### src/rtl/evclr_pkg.sv
package evclr_pkg;
  // smallest chain that resolves metastability before edge detection
  localparam int unsigned SYNC_MIN = 2;

  // synchronized rising edges of the two asynchronous inputs
  typedef struct packed {
    logic stop;
    logic clr;
  } evclr_evt_t;
endpackage

### src/rtl/evclr_sync.sv
// Flop-chain synchronizer with rising-edge detection on the resolved level.
module evclr_sync #(
  parameter int unsigned STAGES = 2
) (
  input  logic clk,
  input  logic rst_n,
  input  logic async_i,
  output logic rise_o
);
  localparam int unsigned NST = (STAGES < evclr_pkg::SYNC_MIN) ? evclr_pkg::SYNC_MIN : STAGES;

  logic [NST-1:0] chain_q;
  logic           prev_q;

  generate
    for (genvar g = 0; g < NST; g++) begin : g_stage
      if (g == 0) begin : g_first
        always_ff @(posedge clk or negedge rst_n) begin
          if (!rst_n) chain_q[0] <= 1'b0;
          else        chain_q[0] <= async_i;
        end
      end else begin : g_next
        always_ff @(posedge clk or negedge rst_n) begin
          if (!rst_n) chain_q[g] <= 1'b0;
          else        chain_q[g] <= chain_q[g-1];
        end
      end
    end
  endgenerate

  always_ff @(posedge clk or negedge rst_n) begin
    if (!rst_n) prev_q <= 1'b0;
    else        prev_q <= chain_q[NST-1];
  end

  assign rise_o = chain_q[NST-1] & ~prev_q;
endmodule

### src/rtl/evclr_win_timer.sv
// Down-counter holding the remaining window length; reloads on every stop.
module evclr_win_timer #(
  parameter int unsigned IVL_W = 8
) (
  input  logic             clk,
  input  logic             rst_n,
  input  logic             load_i,
  input  logic [IVL_W-1:0] init_i,
  output logic             open_o
);
  logic [IVL_W-1:0] remain_q;

  always_ff @(posedge clk or negedge rst_n) begin
    if (!rst_n)                remain_q <= '0;
    else if (load_i)           remain_q <= init_i;
    else if (remain_q != '0)   remain_q <= remain_q - 1'b1;
  end

  assign open_o = (remain_q != '0);
endmodule

### src/rtl/evclr_accept.sv
// Decides whether a synchronized clear edge becomes an abort pulse.
module evclr_accept (
  input  logic clk,
  input  logic rst_n,
  input  logic clr_rise_i,
  input  logic stop_rise_i,
  input  logic open_i,
  output logic abort_o
);
  logic spent_q;
  logic take;

  // a stop in the same cycle starts a fresh window and wins over the clear
  assign take = clr_rise_i & open_i & ~spent_q & ~stop_rise_i;

  always_ff @(posedge clk or negedge rst_n) begin
    if (!rst_n) begin
      spent_q <= 1'b0;
      abort_o <= 1'b0;
    end else begin
      abort_o <= take;
      if (stop_rise_i) spent_q <= 1'b0;
      else if (take)   spent_q <= 1'b1;
    end
  end
endmodule

### src/rtl/evclr_gate.sv
module evclr_gate #(
  parameter int unsigned SYNC_STAGES = 2,
  parameter int unsigned IVL_W       = 8
) (
  input  logic             clk,
  input  logic             rst_n,
  input  logic             stop_i,
  input  logic             clear_i,
  input  logic [IVL_W-1:0] interval_i,
  output logic             abort_o,
  output logic             win_open_o
);
  import evclr_pkg::*;

  evclr_evt_t evt;
  logic       stop_rise;
  logic       clr_rise;

  evclr_sync #(.STAGES(SYNC_STAGES)) u_stop_sync (
    .clk(clk), .rst_n(rst_n), .async_i(stop_i), .rise_o(evt.stop)
  );

  evclr_sync #(.STAGES(SYNC_STAGES)) u_clr_sync (
    .clk(clk), .rst_n(rst_n), .async_i(clear_i), .rise_o(evt.clr)
  );

  assign stop_rise = evt.stop;
  assign clr_rise  = evt.clr;

  evclr_win_timer #(.IVL_W(IVL_W)) u_timer (
    .clk(clk), .rst_n(rst_n), .load_i(stop_rise), .init_i(interval_i),
    .open_o(win_open_o)
  );

  evclr_accept u_accept (
    .clk(clk), .rst_n(rst_n), .clr_rise_i(clr_rise), .stop_rise_i(stop_rise),
    .open_i(win_open_o), .abort_o(abort_o)
  );
endmodule

### config.mk
export PLATFORM = sky130hd
export DESIGN_NAME = evclr_gate
export DESIGN_NICKNAME = d
export VERILOG_FILES = /design/src/rtl/evclr_pkg.sv /design/src/rtl/evclr_sync.sv /design/src/rtl/evclr_win_timer.sv /design/src/rtl/evclr_accept.sv /design/src/rtl/evclr_gate.sv
export SDC_FILE = /design/constraint.sdc
export NUM_CORES = 1
export LEC_CHECK = 0
export ABC_AREA = 1
export BUFFER_PORTS_ARGS = -buffer_cell sky130_fd_sc_hd__buf_4
export CORE_UTILIZATION = 50
export DETAILED_ROUTE_END_ITERATION = 8
export PLACE_DENSITY = 0.73
export SETUP_SLACK_MARGIN = 0.02
export SYNTH_ARGS = -nofsm -noshare
export SYNTH_HDL_FRONTEND = slang
export SYNTH_SLANG_ARGS = --single-unit
### constraint.sdc
create_clock -name clk -period 1.7 [get_ports clk]
set_clock_uncertainty 0.1 [all_clocks]
set_input_delay 0.085 -clock clk [delete_from_list [all_inputs] [get_ports clk]]
set_output_delay 0.085 -clock clk [all_outputs]
set_load 0.1 [all_outputs]
==> flow_summary.ini <==
[placed_design]
place_inst = 124
place_congestion = 0.809
dp_hpwl_um = 1060
numPortBuffers = 13

[worst_setup_path]
critPathLaunchType = flip-flop
end_kind = output pin
r2r-end = u_timer.remain_q[2]
arrival_ns = 1.43
r2r_slack_ns = 0.23
rr_worst_depth = 9
endpoint = win_open_o
cp_max_fo = 4
r2r-start = u_timer.remain_q[0]
worst_ep_required_time_ns = 1.51
worstSetupPathType = reg2out
crit_start = u_timer.remain_q[3]

[synthesis]
synth_area_per_cell_um2 = 8.30
syn_inst = 96
synth_top_area_share_pct = 50.2
syn_nets = 110
synth_edf_count = 0
yosys.area.top_type = dfrtp_1
syn_area_um2 = 797
yosysSeqAreaShare_pct = 50.2
synth_flop_cell = dfrtp_1
synthDistinctLibCells = 21
ys_seq_elements = 16
postSynth.asyncResetShare_pct = 100
yosys-top-cells-area = dfrtp_1 (50%), nand2_1 (9.9%), inv_1 (6.6%)
yosysWarnings = 0

[floorplanning]
placement_rows = 14
start_util_pct = 53.5
io_pins = 14
core_um2 = 1490
die_h_um = 41.9
die_x_um = 41.9
die_area_um2 = 1760

[drt]
wl_met1_um = 727
ant_nets = 0
wl_met3_um = 57
routedWlPerCell_um = 11.3
dr_wl_met2_um = 781
route.vias.total = 723
avgViaCountPerCell = 5.09
first_pass_iters = 4
top_layer = met4
drc = 0
wl_um = 1600
drt_iter0_drc = 14

[power]
p_leak_nw = 0.554
ir_drop_mv = 0.839
power.density_nw_per_um2 = 1080

[sta]
setup_viol = 0
worst_slew_pin_slew_ns = 0.277
drv_slew = 0
fmax_ghz = 0.618
period_share_pct = 95.1
finalHoldViolCount = 0
rsz0062_at_grt = true
slew_headroom_pct = 81.7
min_period_ns = 1.62

[layout]
utilization_pct = 74.6
nFillCells = 109
syn_to_final_growth_pct = 39.4
nNetsFinal = 141
stdcell_count = 142
multi_input_area_um2 = 362
diodes = 0
layout_commonest_cell = nand2_1
drive_gt1_share_pct = 31.7
seq_area_um2 = 400
mostFrequentLayoutCells = nand2_1 (21), buf_4 (19), dfrtp_1 (16), nor2_1 (13), inv_1 (11)

[status]
outcome = finished clean

[cts]
cts.reportedPaths.clkPinSlew_ns = 0.10
h-tree-depth = 1
cts_tree = done
clock_path_buffers = 2
cts_sinks = 16
cts_inserted_buffers = 3
clock_latency_ns = 0.28
cts-root-buf = clkbuf_4

[min_path]
hold_class = in2reg

[global_routing]
grt_pass1_vias = 661
grt_pass1_wl_um = 2720
antenna_found_initial = 0
overflow = 0
grtUsageTotal_pct = 20.8
grt_max_degree = 17

[flow_run]
max-cap-violations = 0
## Yosys cell counts, types with 2 or more instances
library cell	count
nand2_2	2
nand4_1	2
nand3_1	3
a21oi_2	2
inv_1	14
o21ai_1	3
ha_1	2
nor2_4	2
nand2_1	21
nor2_1	14
dfrtp_1	16
a21oi_1	2
o21ai_0	5
## power breakdown
part,switching (mW),internal (mW),leakage (nW)
logic,0.230,0.192,0.346
clock network,0.120,0.130,0.0210
registers,0.0713,0.451,0.186
total,0.422,0.774,0.554
## per-layer routing
layer,global-route usage (%),vias to the layer above
li1,-,361
met5,0,-
met1,25.7,335
met4,11.6,0
met3,3.91,6
met2,34.1,21
## through the flow
step / setup WS, ns / area, um^2 / setup TNS, ns / total power [mW] / hold WS, ns
after global placement: 0.331 / 925 / 0 / 0.846 / -0.146
after CTS: 0.0239 / 1050 / 0 / 1.12 / 0.0133
after detailed placement: 0.301 / 925 / 0 / 0.853 / -0.145
final: 0.0831 / 1110 / 0 / 1.20 / 0.0325
after global routing: -0.00933 / 1110 / -0.00933 / 1.29 / 0.0497
after floorplan: -0.112 / 818 / -0.273 / 0.770 / -0.311
## timing repair
action	CTS	global route
pin swaps	1	1
hold buffers	7	0
gates cloned	0	0
endpoints found under the hold margin	22	0
setup endpoints to repair	1	1
resized for setup	2	4
buffers inserted	1	6
## registers in the layout (all words and copies together) (netlist names)
signal               cells
u_accept.abort_o         1
u_accept.spent_q         1
u_clr_sync.chain_q       2
u_clr_sync.prev_q        1
u_stop_sync.chain_q      2
u_stop_sync.prev_q       1
u_timer.remain_q         8
## cell type report
class	count	share of cell area, %
Inverter	15	5.41
Timing Repair Buffer	27	20.9
Sequential cell	16	36.0
Multi-Input combinational cell	64	32.5
Clock buffer	4	3.27
Tap cell	16	1.80
## cell families after synthesis
family / share of synthesized area, %
DFF: 50.2
AOI/OAI and AO/OA: 10.4
xor gates and xnor gates: 1.10
adders and majority gates: 3.14
buffers and inverters: 8.48
and+or+nand+nor: 26.7
## critical path: stages, from the launching register on
cell        delay, ns
dfrtp_1          0.44
nor2_4           0.15
nand2_2          0.09
nor2_4           0.14
clkinvlp_4       0.14
buf_12           0.18
## how the worst min path moves through the flow
stage | from | endpoint | slack (ns) | cells past startpoint
after floorplan | rst_n | u_accept.abort_o | -0.31 | 0
after global placement | rst_n | u_timer.remain_q[7] | -0.15 | 1
after detailed placement | rst_n | u_timer.remain_q[7] | -0.14 | 1
after CTS | interval_i[1] | u_timer.remain_q[1] | 0.01 | 5
after global routing | interval_i[7] | u_timer.remain_q[7] | 0.05 | 5
final | interval_i[1] | u_timer.remain_q[1] | 0.03 | 5
(Power assumes the default switching activity.)
